===== config.mk =====
export PLATFORM = sky130hd
export DESIGN_NAME = rfpwm_outphase
export DESIGN_NICKNAME = d
export VERILOG_FILES = /design/src/rtl/rfpwm_pkg.sv /design/src/rtl/rfpwm_tick_ctr.sv /design/src/rtl/rfpwm_acos_lut.sv /design/src/rtl/rfpwm_sample_regs.sv /design/src/rtl/rfpwm_pulse_core.sv /design/src/rtl/rfpwm_outphase.sv
export SDC_FILE = /design/constraint.sdc
export NUM_CORES = 1
export LEC_CHECK = 0
export BUFFER_PORTS_ARGS = -buffer_cell sky130_fd_sc_hd__buf_2
export CAP_MARGIN = 20
export CORE_ASPECT_RATIO = 0.75
export CORE_MARGIN = 10
export CORE_UTILIZATION = 50
export DETAILED_ROUTE_END_ITERATION = 12
export PLACE_DENSITY = 0.83
export SLEW_MARGIN = 0
export SYNTH_ARGS = -nofsm -noshare
export SYNTH_HDL_FRONTEND = slang
export SYNTH_SLANG_ARGS = --single-unit

===== constraint.sdc =====
create_clock -name clk -period 5.4 [get_ports clk]
set_input_delay 1.62 -clock clk [delete_from_list [all_inputs] [get_ports clk]]
set_output_delay 1.62 -clock clk [all_outputs]
set_load 0.02 [all_outputs]

===== src/rtl/rfpwm_pkg.sv =====
`timescale 1ns/1ps
package rfpwm_pkg;

  localparam real PI_R = 3.14159265358979;

  // Under-width handling policy
  typedef enum logic {
    UNDER_DROP  = 1'b0,
    UNDER_RAISE = 1'b1
  } under_mode_e;

  // Outphasing angle in ticks for one amplitude code, clipped to a quarter period
  function automatic int acos_ticks(int code, int code_max, int period);
    real ratio;
    real ang;
    real ticks;
    int  t;
    ratio = real'(code) / real'(code_max);
    if (ratio > 1.0) ratio = 1.0;
    if (ratio < 0.0) ratio = 0.0;
    ang   = $acos(ratio);
    ticks = ang * real'(period) / (2.0 * PI_R);
    t     = $rtoi(ticks + 0.5);
    if (t > period / 4) t = period / 4;
    return t;
  endfunction

endpackage


===== src/rtl/rfpwm_tick_ctr.sv =====
`timescale 1ns/1ps
module rfpwm_tick_ctr #(
  parameter int unsigned PERIOD = 64,
  parameter int unsigned TW     = $clog2(PERIOD)
) (
  input  logic          clk,
  input  logic          rst_n,
  output logic [TW-1:0] cnt_o,
  output logic          last_o
);

  logic [TW-1:0] cnt_q;
  logic [TW-1:0] cnt_d;
  logic          at_last;

  always_comb begin
    at_last = (cnt_q == TW'(PERIOD - 1));
    if (at_last) begin
      cnt_d = '0;
    end else begin
      cnt_d = cnt_q + 1'b1;
    end
  end

  always_ff @(posedge clk or negedge rst_n) begin
    if (!rst_n) begin
      cnt_q <= '0;
    end else begin
      cnt_q <= cnt_d;
    end
  end

  assign cnt_o  = cnt_q;
  assign last_o = at_last;

endmodule


===== src/rtl/rfpwm_acos_lut.sv =====
`timescale 1ns/1ps
module rfpwm_acos_lut #(
  parameter int unsigned AMP_W  = 8,
  parameter int unsigned PERIOD = 64,
  parameter int unsigned TW     = $clog2(PERIOD)
) (
  input  logic [AMP_W-1:0] amp_i,
  output logic [TW-1:0]    theta_o
);

  localparam int unsigned DEPTH   = 1 << AMP_W;
  localparam int unsigned AMP_MAX = DEPTH - 1;

  logic [TW-1:0] rom [DEPTH];

  for (genvar g = 0; g < int'(DEPTH); g++) begin : g_rom
    assign rom[g] = TW'(rfpwm_pkg::acos_ticks(g, int'(AMP_MAX), int'(PERIOD)));
  end

  assign theta_o = rom[amp_i];

endmodule


===== src/rtl/rfpwm_sample_regs.sv =====
`timescale 1ns/1ps
module rfpwm_sample_regs #(
  parameter int unsigned AMP_W  = 8,
  parameter int unsigned TW     = 6,
  parameter int unsigned NSLICE = 4
) (
  input  logic              clk,
  input  logic              rst_n,
  input  logic              valid_i,
  input  logic [AMP_W-1:0]  amp_i,
  input  logic [TW-1:0]     phase_i,
  input  logic [TW-1:0]     minw_i,
  input  logic              raise_i,
  input  logic [NSLICE-1:0] slice_i,
  input  logic              advance_i,
  output logic [AMP_W-1:0]  act_amp_o,
  output logic [TW-1:0]     act_phase_o,
  output logic [TW-1:0]     act_minw_o,
  output logic              act_raise_o,
  output logic [NSLICE-1:0] act_slice_o
);

  // Pending set, loaded by the strobe
  logic [AMP_W-1:0]  pnd_amp_q,   pnd_amp_d;
  logic [TW-1:0]     pnd_phase_q, pnd_phase_d;
  logic [TW-1:0]     pnd_minw_q,  pnd_minw_d;
  logic              pnd_raise_q, pnd_raise_d;
  logic [NSLICE-1:0] pnd_slice_q, pnd_slice_d;

  // Active set, loaded at the carrier boundary
  logic [AMP_W-1:0]  act_amp_q,   act_amp_d;
  logic [TW-1:0]     act_phase_q, act_phase_d;
  logic [TW-1:0]     act_minw_q,  act_minw_d;
  logic              act_raise_q, act_raise_d;
  logic [NSLICE-1:0] act_slice_q, act_slice_d;

  always_comb begin
    pnd_amp_d   = pnd_amp_q;
    pnd_phase_d = pnd_phase_q;
    pnd_minw_d  = pnd_minw_q;
    pnd_raise_d = pnd_raise_q;
    pnd_slice_d = pnd_slice_q;
    if (valid_i) begin
      pnd_amp_d   = amp_i;
      pnd_phase_d = phase_i;
      pnd_minw_d  = minw_i;
      pnd_raise_d = raise_i;
      pnd_slice_d = slice_i;
    end
  end

  always_comb begin
    act_amp_d   = act_amp_q;
    act_phase_d = act_phase_q;
    act_minw_d  = act_minw_q;
    act_raise_d = act_raise_q;
    act_slice_d = act_slice_q;
    if (advance_i) begin
      act_amp_d   = pnd_amp_q;
      act_phase_d = pnd_phase_q;
      act_minw_d  = pnd_minw_q;
      act_raise_d = pnd_raise_q;
      act_slice_d = pnd_slice_q;
    end
  end

  always_ff @(posedge clk or negedge rst_n) begin
    if (!rst_n) begin
      pnd_amp_q   <= '0;
      pnd_phase_q <= '0;
      pnd_minw_q  <= '0;
      pnd_raise_q <= 1'b0;
      pnd_slice_q <= '0;
      act_amp_q   <= '0;
      act_phase_q <= '0;
      act_minw_q  <= '0;
      act_raise_q <= 1'b0;
      act_slice_q <= '0;
    end else begin
      pnd_amp_q   <= pnd_amp_d;
      pnd_phase_q <= pnd_phase_d;
      pnd_minw_q  <= pnd_minw_d;
      pnd_raise_q <= pnd_raise_d;
      pnd_slice_q <= pnd_slice_d;
      act_amp_q   <= act_amp_d;
      act_phase_q <= act_phase_d;
      act_minw_q  <= act_minw_d;
      act_raise_q <= act_raise_d;
      act_slice_q <= act_slice_d;
    end
  end

  assign act_amp_o   = act_amp_q;
  assign act_phase_o = act_phase_q;
  assign act_minw_o  = act_minw_q;
  assign act_raise_o = act_raise_q;
  assign act_slice_o = act_slice_q;

endmodule


===== src/rtl/rfpwm_pulse_core.sv =====
`timescale 1ns/1ps
module rfpwm_pulse_core #(
  parameter int unsigned PERIOD = 64,
  parameter int unsigned TW     = $clog2(PERIOD)
) (
  input  logic [TW-1:0] cnt_i,
  input  logic [TW-1:0] phase_i,
  input  logic [TW-1:0] theta_i,
  input  logic [TW-1:0] minw_i,
  input  logic          raise_i,
  input  logic          amp_zero_i,
  output logic          pulse_o
);

  localparam int unsigned HALF = PERIOD / 2;

  logic [TW:0]   half_w;
  logic [TW:0]   minw_w;
  logic [TW:0]   w_nat;
  logic          under;
  logic [TW-1:0] theta_max;
  logic [TW-1:0] theta_eff;
  logic [TW-1:0] ph_lead;
  logic [TW-1:0] ph_lag;
  logic [TW-1:0] d_lead;
  logic [TW-1:0] d_lag;
  logic          wave_lead;
  logic          wave_lag;
  logic          kill;

  always_comb begin
    half_w = (TW+1)'(HALF);
    minw_w = {1'b0, minw_i};
    // natural width; theta never exceeds a quarter period
    w_nat  = half_w - {theta_i, 1'b0};
    under  = (minw_w > w_nat);
    // largest angle that still leaves minw ticks
    if (minw_w >= half_w) begin
      theta_max = '0;
    end else begin
      theta_max = TW'((half_w - minw_w) >> 1);
    end
    theta_eff = (under && (raise_i == rfpwm_pkg::UNDER_RAISE)) ? theta_max : theta_i;
    // two half-period square waves, modulo-N distance by truncation
    ph_lead   = phase_i + theta_eff;
    ph_lag    = phase_i - theta_eff;
    d_lead    = cnt_i - ph_lead;
    d_lag     = cnt_i - ph_lag;
    wave_lead = ~d_lead[TW-1];
    wave_lag  = ~d_lag[TW-1];
    kill      = amp_zero_i | (under & (raise_i == rfpwm_pkg::UNDER_DROP));
    pulse_o   = wave_lead & wave_lag & ~kill;
  end

endmodule


===== src/rtl/rfpwm_outphase.sv =====
`timescale 1ns/1ps
module rfpwm_outphase #(
  parameter int unsigned PERIOD = 64,
  parameter int unsigned AMP_W  = 8,
  parameter int unsigned NSLICE = 4
) (
  input  logic                      clk,
  input  logic                      rst_n,
  input  logic                      samp_valid_i,
  input  logic [AMP_W-1:0]          samp_amp_i,
  input  logic [$clog2(PERIOD)-1:0] samp_phase_i,
  input  logic [$clog2(PERIOD)-1:0] min_width_i,
  input  logic                      raise_mode_i,
  input  logic [NSLICE-1:0]         slice_req_i,
  output logic                      pulse_o,
  output logic                      period_start_o,
  output logic [NSLICE-1:0]         slice_en_o
);

  localparam int unsigned TW = $clog2(PERIOD);

  logic [TW-1:0]     cnt;
  logic              cnt_last;
  logic [AMP_W-1:0]  act_amp;
  logic [TW-1:0]     act_phase;
  logic [TW-1:0]     act_minw;
  logic              act_raise;
  logic [NSLICE-1:0] act_slice;
  logic [TW-1:0]     theta;
  logic              core_pulse;

  rfpwm_tick_ctr #(.PERIOD(PERIOD), .TW(TW)) u_ctr (
    .clk    (clk),
    .rst_n  (rst_n),
    .cnt_o  (cnt),
    .last_o (cnt_last)
  );

  rfpwm_sample_regs #(.AMP_W(AMP_W), .TW(TW), .NSLICE(NSLICE)) u_regs (
    .clk         (clk),
    .rst_n       (rst_n),
    .valid_i     (samp_valid_i),
    .amp_i       (samp_amp_i),
    .phase_i     (samp_phase_i),
    .minw_i      (min_width_i),
    .raise_i     (raise_mode_i),
    .slice_i     (slice_req_i),
    .advance_i   (cnt_last),
    .act_amp_o   (act_amp),
    .act_phase_o (act_phase),
    .act_minw_o  (act_minw),
    .act_raise_o (act_raise),
    .act_slice_o (act_slice)
  );

  rfpwm_acos_lut #(.AMP_W(AMP_W), .PERIOD(PERIOD), .TW(TW)) u_lut (
    .amp_i   (act_amp),
    .theta_o (theta)
  );

  rfpwm_pulse_core #(.PERIOD(PERIOD), .TW(TW)) u_core (
    .cnt_i      (cnt),
    .phase_i    (act_phase),
    .theta_i    (theta),
    .minw_i     (act_minw),
    .raise_i    (act_raise),
    .amp_zero_i (act_amp == '0),
    .pulse_o    (core_pulse)
  );

  // Output stage: one register for pulse, marker and slices keeps them aligned
  logic              pulse_q, pulse_d;
  logic              start_q, start_d;
  logic [NSLICE-1:0] slice_q, slice_d;

  always_comb begin
    pulse_d = core_pulse;
    start_d = (cnt == '0);
    slice_d = act_slice;
  end

  always_ff @(posedge clk or negedge rst_n) begin
    if (!rst_n) begin
      pulse_q <= 1'b0;
      start_q <= 1'b0;
      slice_q <= '0;
    end else begin
      pulse_q <= pulse_d;
      start_q <= start_d;
      slice_q <= slice_d;
    end
  end

  assign pulse_o        = pulse_q;
  assign period_start_o = start_q;
  assign slice_en_o     = slice_q;

endmodule


-- After elaboration in Yosys (flattened, before gate mapping)
Memory sizes are Yosys's and may differ from the RTL's.
Index checks and enable logic that the tools add are counted.
- $add $sub $neg: 7
- order comparisons: 3
- equal/unequal tests: 1
- multiplexer cells: 5
- bitwise gates (word level): 9
- reduce and logical (&&, ||, !) cells: 3
- operators by type and width (kind ; count):
    two-way mux 6 bit ; 5
    subtractor 6 bit ; 3
    greater-or-equal comparator 9 bit, second input constant ; 1
    NOT 8 -> 9 bit ; 1
    zero test 8 bit ; 1
    > comparator 6 x 7 -> 1 bit ; 1
    subtractor 6 x 6 -> 7 bit, first input constant ; 1
    subtractor 6 x 7 -> 7 bit, first input constant ; 1
    adder 6 x 1 -> 6 bit, second input constant ; 1
    adder 6 bit ; 1
    equality test 6 bit, second input constant ; 1
    greater-or-equal comparator 6 bit, second input constant ; 1
    zero test 6 bit ; 1
    NOT 1 bit ; 4
    AND 1 bit ; 3
    logical AND 1 bit ; 1
    OR 1 bit ; 1
- flip-flop bits (word level): 62
- memory bits (read-only): 1536
- bits of input ports: 28
- output and inout port bits: 6
- word-level logic and storage cells: 43
- memories: 1
- memory list (name ; words ; width ; read ports ; clocked after memory_dff ; write ports ; RTL line ; source):
    (no name shown) ; 256 ; 6 ; 1 ; 0 ; 0 ; rfpwm_acos_lut.sv:20 ; assign theta_o = rom[amp_i];

-- Longest topological paths before layout
Gate-level depths: netlist of run 1.
- word-level depth: 13
- mapped depth: 31
- depth with buffers taken out: 30

-- Cells and area by module
From an unflattened synthesis of run 1, not the netlist that was laid out.
- cells, all modules: 311
- area total of the unflattened synthesis: 3798.6 um^2
- modules (own cells, without submodules) (module ; times used ; cells an instance ; area each (um^2) ; seq. area each (um^2)):
    rfpwm_sample_regs ; 1 ; 106 ; 2067.0 ; 1251.2
    rfpwm_pulse_core ; 1 ; 106 ; 838.3 ; 0.0
    rfpwm_acos_lut ; 1 ; 68 ; 464.2 ; 0.0
    rfpwm_tick_ctr ; 1 ; 20 ; 242.7 ; 150.1
    rfpwm_outphase ; 1 ; 11 ; 186.4 ; 150.1

-- Worst setup path after synthesis of run 1
No wires, ideal clock.
- path kind: register to register
- from: register u_regs.act_amp_q[1], in the netlist u_regs.act_amp_o[1]
- to: register pulse_q, in the netlist pulse_o
- library setup time: 0.128 ns
- arrival: 5.395 ns
- required time: 5.272 ns
- slack: -0.122 ns
- cell stages (with the launch flop): 29
- path buffers: 1
- clock period less this slack: 5.522 ns
- cells stage by stage: dfrtp_1 -> inv_1 -> ha_1 -> inv_1 -> and3_1 -> buf_6 -> or2_0 -> a32o_1 -> o41ai_4 -> ha_1 -> xor2_1 -> ha_1 -> o21ai_0 -> a21oi_1 -> o21a_1 -> o21ai_0 -> nor2_2 -> nand2_2 -> mux2i_1 -> fa_1 -> ha_1 -> a31o_2 -> a21o_1 -> a21o_1 -> a21oi_1 -> xnor2_1 -> nor2_1 -> o311a_1 -> mux2_1
- cells in the longest elaborated chain, start to end: 13
- elaborated cells on any way between the ends: 20
- classes of those cells: add/sub (5); order compare (1); mux (3); bitwise (8); reduce/logical (2); memory (1)
- ends and longest elaborated chain (item ; RTL line ; source):
    from (decl) ; rfpwm_sample_regs.sv:31 ; logic [AMP_W-1:0] act_amp_q, act_amp_d;
    from (signal assigned) ; rfpwm_sample_regs.sv:85 ; act_amp_q <= act_amp_d;
    NOT 8 -> 9 bit (not written as such) ; rfpwm_acos_lut.sv:20 ;
    memory read (256 x 6 bit) ; n/a ;
    two-way mux 6 bit (not written as such) (2 in series) ; rfpwm_acos_lut.sv:20 ;
    subtractor 6 x 7 -> 7 bit ; rfpwm_pulse_core.sv:35 ; w_nat = half_w - {theta_i, 1'b0};
    > comparator 6 x 7 -> 1 bit ; rfpwm_pulse_core.sv:36 ; under = (minw_w > w_nat);
    logical AND 1 bit ; rfpwm_pulse_core.sv:43 ; theta_eff = (under && (raise_i == rfpwm_pkg::UNDER_RAISE)) ? theta_max : theta_i;
    two-way mux 6 bit ; rfpwm_pulse_core.sv:43 ;
    adder 6 bit / subtractor 6 bit (equally long branches) ; rfpwm_pulse_core.sv:45, rfpwm_pulse_core.sv:46 ;
    subtractor 6 bit (on tied branches) ; rfpwm_pulse_core.sv:47, rfpwm_pulse_core.sv:48 ;
    NOT 1 bit (on tied branches) ; rfpwm_pulse_core.sv:49, rfpwm_pulse_core.sv:50 ;
    AND 1 bit ; rfpwm_pulse_core.sv:52 ; pulse_o = wave_lead & wave_lag & ~kill;
    AND 1 bit (*) ; rfpwm_pulse_core.sv:52 ;
    via core_pulse ; rfpwm_outphase.sv:30 ; logic core_pulse;
    to (signal assigned) ; rfpwm_outphase.sv:88 ; pulse_q <= pulse_d;
    to (decl) ; rfpwm_outphase.sv:72 ; logic pulse_q, pulse_d;
Mark *: on every way through the listed nets, which the timed path passes. The rest lies on a longest branch. The select of a mux whose other input is x is not followed.
A chain may end at the register's enable or synchronous reset.

-- Worst setup path after layout of run 1
Same ends and word-level chain as after synthesis.

==> results of run 1 <==
-- cells by family (layout without fill, tap and decap cells) --
family / Yosys count / after routing / share of synthesized area, %
buffers and inverters: 44 / 96 / 5.54
multiplexers: 47 / 47 / 14.7
AND/OR/NAND/NOR: 72 / 72 / 9.93
flip-flops: 62 / 62 / 43.5
adder cells (fa/ha/maj): 32 / 32 / 12.6
AO/OA/AOI/OAI: 57 / 57 / 10.5
XOR/XNOR: 13 / 13 / 3.19
-- routing by layer --
metal	share of wire (%)	wire length, um	up-vias	GRT usage (%)
met3	7.2	547	21	3.48
li1	-	-	1224	-
met1	46	3500	1252	18.0
met4	1.6	124	0	5.44
met2	45	3480	97	22.2
met5	0	0	-	0
-- how the worst max path moves through the flow --
stage	to	cells past startpoint
3_5_place_dp	pulse_o$_DFF_PN0_	27
4_1_cts	pulse_o$_DFF_PN0_	27
3_3_place_gp	pulse_o$_DFF_PN0_	27
2_1_floorplan	pulse_o$_DFF_PN0_	28
6_report	pulse_o$_DFF_PN0_	27
5_1_grt	pulse_o$_DFF_PN0_	28
-- final cells by class --
cell class                 instances  area [um2]  share of cell area, %
tap                               98         123                   2.92
clock inverter                     7        73.8                   1.76
timing repair buffer              50         293                   6.98
inverter                          30         113                   2.68
clock buffer                       9         124                   2.95
sequential                        62        1560                   37.1
multi-input combinational        221        1920                   45.6
-- synthesized netlist by cell type, drive strengths merged (4+ instances only) --
cell type | n | area, um2
fa | 7 | 140
o21ai | 22 | 110
nand2 | 27 | 104
dfrtp | 62 | 1550
nand2b | 5 | 31.3
mux2 | 43 | 484
ha | 24 | 300
inv | 30 | 113
clkbuf | 6 | 22.5
buf | 8 | 62.6
nand3 | 10 | 50.1
mux2i | 4 | 40.0
nor2 | 13 | 51.3
a21oi | 14 | 70.1
xnor2 | 10 | 87.6
-- flip-flops by register name (all words and copies together) (netlist names), 4 cells and up --
signal              cells
slice_en_o              4
u_ctr.cnt_o             6
u_regs.act_amp_o        8
u_regs.act_minw_o       6
u_regs.act_phase_o      6
u_regs.act_slice_o      4
u_regs.pnd_amp_q        8
u_regs.pnd_minw_q       6
u_regs.pnd_phase_q      6
u_regs.pnd_slice_q      4
-- critical path, delay by kind of cell (launching register included) --
family / cells / cell delay [ns]
buffers and inverters: 2 / 0.16
xor gates and xnor gates: 2 / 0.29
muxes: 2 / 0.52
and+or+nand+nor: 5 / 0.59
AOI/OAI and AO/OA: 11 / 1.72
DFF: 1 / 0.41
adders and majority gates: 5 / 1.44
-- metrics by stage --
stage | util (%) | total power, mW | cell area [um2]
after global routing | 61.1 | 0.968 | 4200
after CTS | 60.1 | 0.944 | 4120
after detailed placement | 56.4 | 0.546 | 3870
after global placement | 56.4 | 0.542 | 3870
final | 61.1 | 0.935 | 4200
after floorplan | - | 0.521 | 3570
-- power breakdown --
| group | internal [mW] | switching [mW] | total (mW) |
|---|---|---|---|
| Sequential | 0.483 | 0.0102 | 0.493 |
| Combinational | 0.0239 | 0.0192 | 0.0431 |
| Clock | 0.214 | 0.184 | 0.398 |
-- what timing repair did --
action	4_1_cts	5_1_grt
pin swaps	7	23
buffers inserted	3	1
endpoints found under the setup margin	1	1
resized for setup	11	20
==> reports/results.ini, run 1 <==
[outcome]
status = completed

[clock_tree]
cts-buffers-inserted = 9
cts_sinks = 62
clock_path_buffers = 2
ctsHtreeMaxLevel = 3
worstSkewPairLatency_ns = 0.33
clkSlewWorstSetupHoldPaths_ns = 0.07
cts_tree = done
clockRootBuffer = clkbuf_8
cts_hold_buf = 0

[final_layout]
instances_no_fill = 477
nNetsFinal = 433
final_cell_mix = dfrtp_1, mux2_2, buf_2
antennaDiodeCount = 0
layout_commonest_cell = dfrtp_1
drive_above_1_share_pct = 36.9
area_growth_pct = 17.6
fill_cells = 536

[logic_synthesis]
async_reset_ff_share_pct = 100
synth-seq-cells = 62
synth_edf_count = 0
synth_cells = 327
synth_cell_type_count = 54
yosys_warnings = 0
yosysSeqAreaShare_pct = 43.5
syn_area_um2 = 3570
syn_nets = 386
synth_area_per_cell_um2 = 10.9
synth_flop_cell = dfrtp_1

[grt]
grt_max_degree = 63
antenna_found_initial = 0
grt_pass1_wl_um = 12800
grt-ovfl-total = 0
grt_pass1_vias = 2635
track_usage_pct = 13.9

[timing]
min_period_ns = 5.24
report.final.slew_viol_count = 0
fin_ws_ns = 0.161
max_freq_mhz = 191
maxSlewHeadroom_pct = 50.1
hold_ws_ns = 0.377
hold_viol = 0
rsz0062_at_grt = true
finalSetupViolations = 0
worstMarginPinSlew_ns = 0.749
finalCritPeriodShare_pct = 97.0
tns_ns = 0
skew_ns = 0.0123

[drt]
drt_iter0_markers = 201
wl_per_cell_um = 16.0
totalWireLength_um = 7650
antenna_left = 0
dr.pass1.iters = 5
drcViolationCount = 0
via_per_inst = 5.44
vias = 2594

[floorplanning]
die_area_um2 = 10900
die_w_um = 118
core_um2 = 6860
start_util_pct = 52.0
num_io_pins = 34
die_h_um = 93.2
rows = 26

[critical_path]
r2r_setup_slack_ns = 0.16
rr_worst_depth = 27
r2r-start = u_regs.act_amp_o[1]$_DFFE_PN0N_
r2r_end = pulse_o$_DFF_PN0_
worst-endpoint-required_ns = 5.62
critPathMaxStageDelay_ns = 0.45
critPathMaxFanout = 4
cpMaxStageDelayCell = fa_1
critPathKind = reg -> reg
critical_path.endpoint_type = flop
crit_start = u_regs.act_amp_o[1]$_DFFE_PN0N_
arrival_ns = 5.46
start_kind = flop

[worst_hold_path]
holdPathStages = 0
min_path_type = reg -> reg
whs_endpoint = slice_en_o[2]$_DFF_PN0_
worst_hold_startpoint = u_regs.act_slice_o[2]$_DFFE_PN0N_

[power_and_ir_drop]
leakagePower_nw = 1.99
irDropWorstVdd_mv = 0.248
powerDensity_nw_per_um2 = 223

[placed_design]
place_ws_ns = -0.190
port_buffers = 33
dp_cells = 457
gp_congestion = 0.956
dpl.hpwl_um = 5630

[flow_run]
max_cap_violations = 0

No activity file was read; power rests on OpenSTA's default activity.
==> run 2: changes to the inputs <==
Settings changed: CORE_UTILIZATION 50 to 54, GPL_ROUTABILITY_DRIVEN from default to 0, PLACE_DENSITY 0.83 to 0.88.
==> run 2 against run 1 <==
  * The run now ends with negative setup slack left
  * Total power increased by 2.4%
  * Sequential cell count is the same
  * Fmax decreased by 4.5%
  * Clock-buffer cell count increased by 2
  * Non-clock buffer count is 1 lower
  * Worst setup slack got worse by 0.25 ns
  * Critical path depth shrank 1
  * Clock power is 5.5% higher
  * Register-to-register slack worse by 0.25 ns
  * Sequential power barely moved
  * Combinational power is essentially flat
  * Final area down 0.75%
  * Largest cell class unchanged
==> reports/results.ini, run 2 (synthesis results as in run 1) <==
[critical_path]
r2r-start = u_regs.act_amp_o[1]$_DFFE_PN0N_  ; unchanged
critPathKind = reg -> reg  ; unchanged
arrival_ns = 5.71  ; was 5.46 ns
critPathMaxStageDelay_ns = 0.47  ; was 0.45 ns
critPathMaxFanout = 6  ; was 4
cpMaxStageDelayCell = fa_1  ; unchanged
crit_start = u_regs.act_amp_o[1]$_DFFE_PN0N_  ; unchanged
start_kind = flop  ; unchanged
crit_buf_inv = 1  ; was 2
critical_path.endpoint_type = flop  ; unchanged
crit_top_cell = a21oi_1
worst-endpoint-required_ns = 5.63  ; was 5.62 ns
cp_top_family = compound AO/OA/AOI/OAI gates  ; unchanged

[power_and_ir_drop]
powerDensity_nw_per_um2 = 230  ; was 223 nW/um2
p_sw_mw = 0.212  ; was 0.213 mW
clkPwrFrac_pct = 43.9  ; was 42.6%
irDropWorstVdd_mv = 0.209  ; was 0.248 mV
leakagePower_nw = 1.96  ; was 1.99 nW
p_int_mw = 0.745  ; was 0.721 mW
combPwrFrac_pct = 4.5  ; was 4.6%
seqPwrFrac_pct = 51.6  ; was 52.8%
swShare_pct = 22.1  ; was 22.8%
power_mw = 0.957  ; was 0.935 mW

[timing]
tns_ns = -0.0867  ; was 0 ns
finalSetupViolations = 1  ; was 0
finalCritPeriodShare_pct = 102  ; was 97.0%
min_period_ns = 5.49  ; was 5.24 ns
fin_ws_ns = -0.0867  ; was 0.161 ns
hold_viol = 0  ; unchanged
rsz0062_at_grt = true  ; unchanged
max_freq_mhz = 182  ; was 191 MHz
worstMarginPinSlew_ns = 0.760  ; was 0.749 ns
skew_ns = 0.00687  ; was 0.0123 ns
report.final.slew_viol_count = 0  ; unchanged
maxSlewHeadroom_pct = 49.3  ; was 50.1%

[outcome]
violations = negative setup slack
status = finished with violations  ; was completed

[final_layout]
final_cell_mix = dfrtp_1, mux2_2, buf_2  ; unchanged
instances_no_fill = 459  ; was 477
drive_above_1_share_pct = 36.5  ; was 36.9%
area_growth_pct = 16.8  ; was 17.6%
layout_commonest_cell = dfrtp_1  ; unchanged
antennaDiodeCount = 0  ; unchanged
nNetsFinal = 432  ; was 433
design_area_um2 = 4170  ; was 4200 um2

[floorplanning]
die_area_um2 = 10300  ; was 10900 um2
core_um2 = 6350  ; was 6860 um2
die_h_um = 90.4  ; was 93.2 um
rows = 25  ; was 26
num_io_pins = 34  ; unchanged
die_w_um = 114  ; was 118 um
start_util_pct = 56.2  ; was 52.0%

[clock_tree]
cts_sinks = 62  ; unchanged
cts_tree = done  ; unchanged
clkSlewWorstSetupHoldPaths_ns = 0.07  ; about the same
ctsHtreeMaxLevel = 3  ; unchanged
clockRootBuffer = clkbuf_8  ; unchanged
worstSkewPairLatency_ns = 0.34  ; was 0.33 ns
clock_path_buffers = 2  ; unchanged
cts-buffers-inserted = 9  ; unchanged
cts_hold_buf = 0  ; unchanged

[worst_hold_path]
min_path_type = reg -> reg  ; unchanged
worst_hold_startpoint = u_regs.act_slice_o[1]$_DFFE_PN0N_  ; was u_regs.act_slice_o[2]$_DFFE_PN0N_

[grt]
antenna_found_initial = 0  ; unchanged
track_usage_pct = 16.4  ; was 13.9%
grt-ovfl-total = 0  ; unchanged
grt_max_degree = 63  ; unchanged
grt_pass1_vias = 2815  ; was 2635
grt_pass1_wl_um = 13800  ; was 12800 um

[drt]
via_per_inst = 5.78  ; was 5.44
drcViolationCount = 0  ; unchanged
antenna_left = 0  ; unchanged
drt_iter0_markers = 185  ; was 201
totalWireLength_um = 8110  ; was 7650 um
dr.pass1.iters = 5  ; unchanged
wl_per_cell_um = 17.7  ; was 16.0 um
vias = 2653  ; was 2594

[flow_run]
max_cap_violations = 0  ; unchanged

[placed_design]
dp_cells = 437  ; was 457
dpl.hpwl_um = 5580  ; was 5630 um
port_buffers = 33  ; unchanged
placed_area_um2 = 3830  ; was 3870 um2

[run 2: metrics by stage]
| stage | setup slack, ns | hold slack (ns) | utilization [%] |
|---|---|---|---|
| CTS | 0.00325 | 0.366 | 64.5 |
| detailed placement | -0.258 | 0.359 | 60.3 |
| global route | -0.279 | 0.381 | 65.6 |
| global placement | 0.0459 | 0.355 | 60.3 |
| floorplan | 0.0450 | 0.350 | - |
| finish | -0.0867 | 0.369 | 65.6 |
[run 2: final timing paths]
| path | endpoint | slack (ns) | cells after the start |
|---|---|---|---|
| setup / recovery | pulse_o$_DFF_PN0_ | -0.09 | 26 |
| hold / removal | slice_en_o[1]$_DFF_PN0_ | 0.37 | 0 |
| setup reg to reg | pulse_o$_DFF_PN0_ | -0.09 | 26 |
| hold reg to reg | slice_en_o[1]$_DFF_PN0_ | 0.37 | 0 |
| max in group asynchronous | u_regs.act_amp_o[2]$_DFFE_PN0N_ | 3.43 | 2 |
| min in group asynchronous | u_regs.pnd_slice_q[3]$_DFFE_PN0P_ | 1.42 | 2 |
[run 2: metal layers]
layer,vias to the layer above,wire (um),GRT usage (%)
met3,19,652,5.11
met4,0,141,6.98
li1,1225,-,-
met1,1286,3380,20.0
met5,-,0,0
met2,123,3940,26.0
[run 2: layout make-up]
class                   count  area (um2)
flip-flops and latches     62        1550
inverters                  30         113
repair buffers             49         285
well taps                  81         101
clock buffers              11         151
multi-input cells         221        1900
fillers                   413        2180
clock inverters             5        56.3
[run 2: repair_timing]
action                     CTS  global route
setup buffers                2             4
cloned                       0             0
gates resized for setup     14            12
setup endpoints to repair    1             1
pin swaps                   10            20
[run 2: power by group through the flow]
stage | combinational (mW) | clock, mW | sequential, mW
final | 0.0433 | 0.420 | 0.494
after global routing | 0.0483 | 0.450 | 0.495
after CTS | 0.0445 | 0.426 | 0.493
after detailed placement | 0.0437 | 0 | 0.502
after global placement | 0.0414 | 0 | 0.500
after floorplan | 0.0227 | 0 | 0.498
==> run 3: changes to the inputs <==
Settings changed: CORE_MARGIN 10 to default.
==> run 3 against run 2 <==
  * The flow still finishes with violations (negative setup slack)
  * Sequential power barely moved
  * Hold slack improved by 0.017 ns
  * Clock-buffer cell count is 2 lower
  * Sequential share of layout area fell by 2.8 points
  * Critical endpoint unchanged
  * Largest cell class unchanged
  * Largest power group is now the clock network
  * Highest routed layer unchanged
==> reports/results.ini, run 3 (synthesis results as in run 1) <==
[outcome]
status = finished with violations  ; unchanged
violations = negative setup slack  ; unchanged

[clock_tree]
cts_sinks = 62  ; unchanged
ctsHtreeMaxLevel = 3  ; unchanged
worstSkewPairLatency_ns = 0.37  ; was 0.34 ns
clock_path_buffers = 2  ; unchanged
cts_tree = done  ; unchanged
cts-buffers-inserted = 9  ; unchanged
clockRootBuffer = clkbuf_8  ; unchanged
clkSlewWorstSetupHoldPaths_ns = 0.08  ; was 0.07 ns

[flow_run]
max_cap_violations = 0  ; unchanged

[floorplanning]
die_w_um = 95.9  ; was 114 um
start_util_pct = 56.2  ; unchanged
core_um2 = 6350  ; unchanged
die_h_um = 72.4  ; was 90.4 um
rows = 25  ; unchanged
die_area_um2 = 6940  ; was 10300 um2
num_io_pins = 34  ; unchanged

[power_and_ir_drop]
powerDensity_nw_per_um2 = 247  ; was 230 nW/um2
power_mw = 1.11  ; was 0.957 mW
irDropWorstVdd_mv = 0.453  ; was 0.209 mV
leakagePower_nw = 2.14  ; was 1.96 nW

[final_layout]
area_growth_pct = 26.2  ; was 16.8%
final_cell_mix = dfrtp_1, mux2_2, buf_4  ; was dfrtp_1, mux2_2, buf_2
nNetsFinal = 454  ; was 432
drive_above_1_share_pct = 43.8  ; was 36.5%
antennaDiodeCount = 0  ; unchanged
layout_commonest_cell = dfrtp_1  ; unchanged
fill_cells = 318  ; was 413

[timing]
tns_ns = -0.341  ; was -0.0867 ns
worstMarginPinSlew_ns = 0.796  ; was 0.760 ns
max_freq_mhz = 174  ; was 182 MHz
report.final.slew_viol_count = 0  ; unchanged
skew_ns = 0.0236  ; was 0.00687 ns
maxSlewHeadroom_pct = 46.9  ; was 49.3%
hold_ws_ns = 0.386  ; was 0.369 ns
finalSetupViolations = 1  ; unchanged
hold_viol = 0  ; unchanged
finalCritPeriodShare_pct = 106  ; was 102%
fin_ws_ns = -0.341  ; was -0.0867 ns
min_period_ns = 5.74  ; was 5.49 ns
rsz0062_at_grt = true  ; unchanged

[grt]
antenna_found_initial = 0  ; unchanged
grt_pass1_wl_um = 17800  ; was 13800 um
grt_pass1_vias = 3261  ; was 2815
grt-ovfl-total = 0  ; unchanged
grt_max_degree = 63  ; unchanged
track_usage_pct = 36.7  ; was 16.4%

[drt]
drt_iter0_markers = 418  ; was 185
antenna_left = 0  ; unchanged
vias = 3282  ; was 2653
via_per_inst = 6.82  ; was 5.78
dr.pass1.iters = 8  ; was 5
drcViolationCount = 0  ; unchanged
wl_per_cell_um = 27.1  ; was 17.7 um
totalWireLength_um = 13000  ; was 8110 um

[critical_path]
cpMaxStageDelayCell = dfrtp_1  ; was fa_1
critPathMaxStageDelay_ns = 0.44  ; was 0.47 ns
critPathMaxFanout = 4  ; was 6
start_kind = flop  ; unchanged
arrival_ns = 6.04  ; was 5.71 ns
worst-endpoint-required_ns = 5.70  ; was 5.63 ns
crit_top_cell = buf_4  ; was a21oi_1
critPathKind = reg -> reg  ; unchanged
critical_path.endpoint_type = flop  ; unchanged

[placed_design]
port_buffers = 33  ; unchanged
place_ws_ns = -0.232  ; was -0.258 ns
dpl.hpwl_um = 5400  ; was 5580 um

[worst_hold_path]
min_path_type = reg -> reg  ; unchanged

[run 3: changes by cell type in the layout (fill, tap and decap cells not counted), moves of 2 or more]
cell       previous run  this run
a21oi_1              12         8
a21oi_2               2         6
buf_4                16        37
bufinv_16             1         4
clkbuf_8             11         9
clkinv_2              2         0
ha_2                  3         1
ha_4                  2         4
nand2_4               0         2
o21ai_0              16        14
o21ai_2               1         4
o22ai_1               3         1
o22ai_2               0         2
[run 3: critical path, delay by kind of cell (launching register included)]
family	cells	cell delay (ns)
flops	1	0.44
xor+xnor	1	0.09
simple gates	5	0.69
mux	1	0.16
buf+inv	22	2.80
compound gates	7	0.96
fa+ha+maj	2	0.53
[run 3: metal layers]
layer	part of all wire [%]	vias up	track usage [%]	routed length (um)
li1	-	1260	-	-
met1	35	1561	42.4	4500
met2	43	330	57.3	5580
met3	13	131	12.8	1740
met4	9.3	0	26.2	1210
met5	0	-	0	0
[run 3: power by group]
part           switching [mW]  total [mW]  internal, mW
logic                  0.0253      0.0496        0.0243
clock network           0.210       0.566         0.356
registers              0.0144       0.497         0.483
[run 3: worst paths after layout]
| kind | from | to | slack, ns | cells past startpoint |
|---|---|---|---|---|
| min in group asynchronous | rst_n | u_regs.act_slice_o[0]$_DFFE_PN0N_ | 1.42 | 2 |
| max in group asynchronous | rst_n | u_regs.act_amp_o[4]$_DFFE_PN0N_ | 3.40 | 2 |
| worst max-delay path | u_regs.act_amp_o[1]$_DFFE_PN0N_ | pulse_o$_DFF_PN0_ | -0.34 | 38 |
| worst min register to register | u_regs.act_slice_o[3]$_DFFE_PN0N_ | slice_en_o[3]$_DFF_PN0_ | 0.39 | 0 |
| worst min-delay path | u_regs.act_slice_o[3]$_DFFE_PN0N_ | slice_en_o[3]$_DFF_PN0_ | 0.39 | 0 |
| worst max register to register | u_regs.act_amp_o[1]$_DFFE_PN0N_ | pulse_o$_DFF_PN0_ | -0.34 | 38 |
[run 3: final cells by class]
class,instances,area (um2),share of cell area [%]
Clock buffer,9,124,2.75
Clock inverter,7,145,3.22
Inverter,30,113,2.50
Multi-Input combinational cell,221,2010,44.7
Sequential cell,62,1560,34.5
Tap cell,81,101,2.25
Timing Repair Buffer,71,454,10.1
[run 3: what timing repair did]
action	CTS	global route
endpoints found under the setup margin	1	1
buffers inserted	25	3
gates resized for setup	19	30
hold buffers	0	0
pin swaps	18	23
[run 3: metrics by stage]
step	instances	utilization [%]	cell area (um2)
floorplan	327	-	3570
global placement	437	60.3	3830
detailed placement	437	60.3	3830
CTS	478	68.6	4360
global route	481	70.9	4500
finish	481	70.9	4500
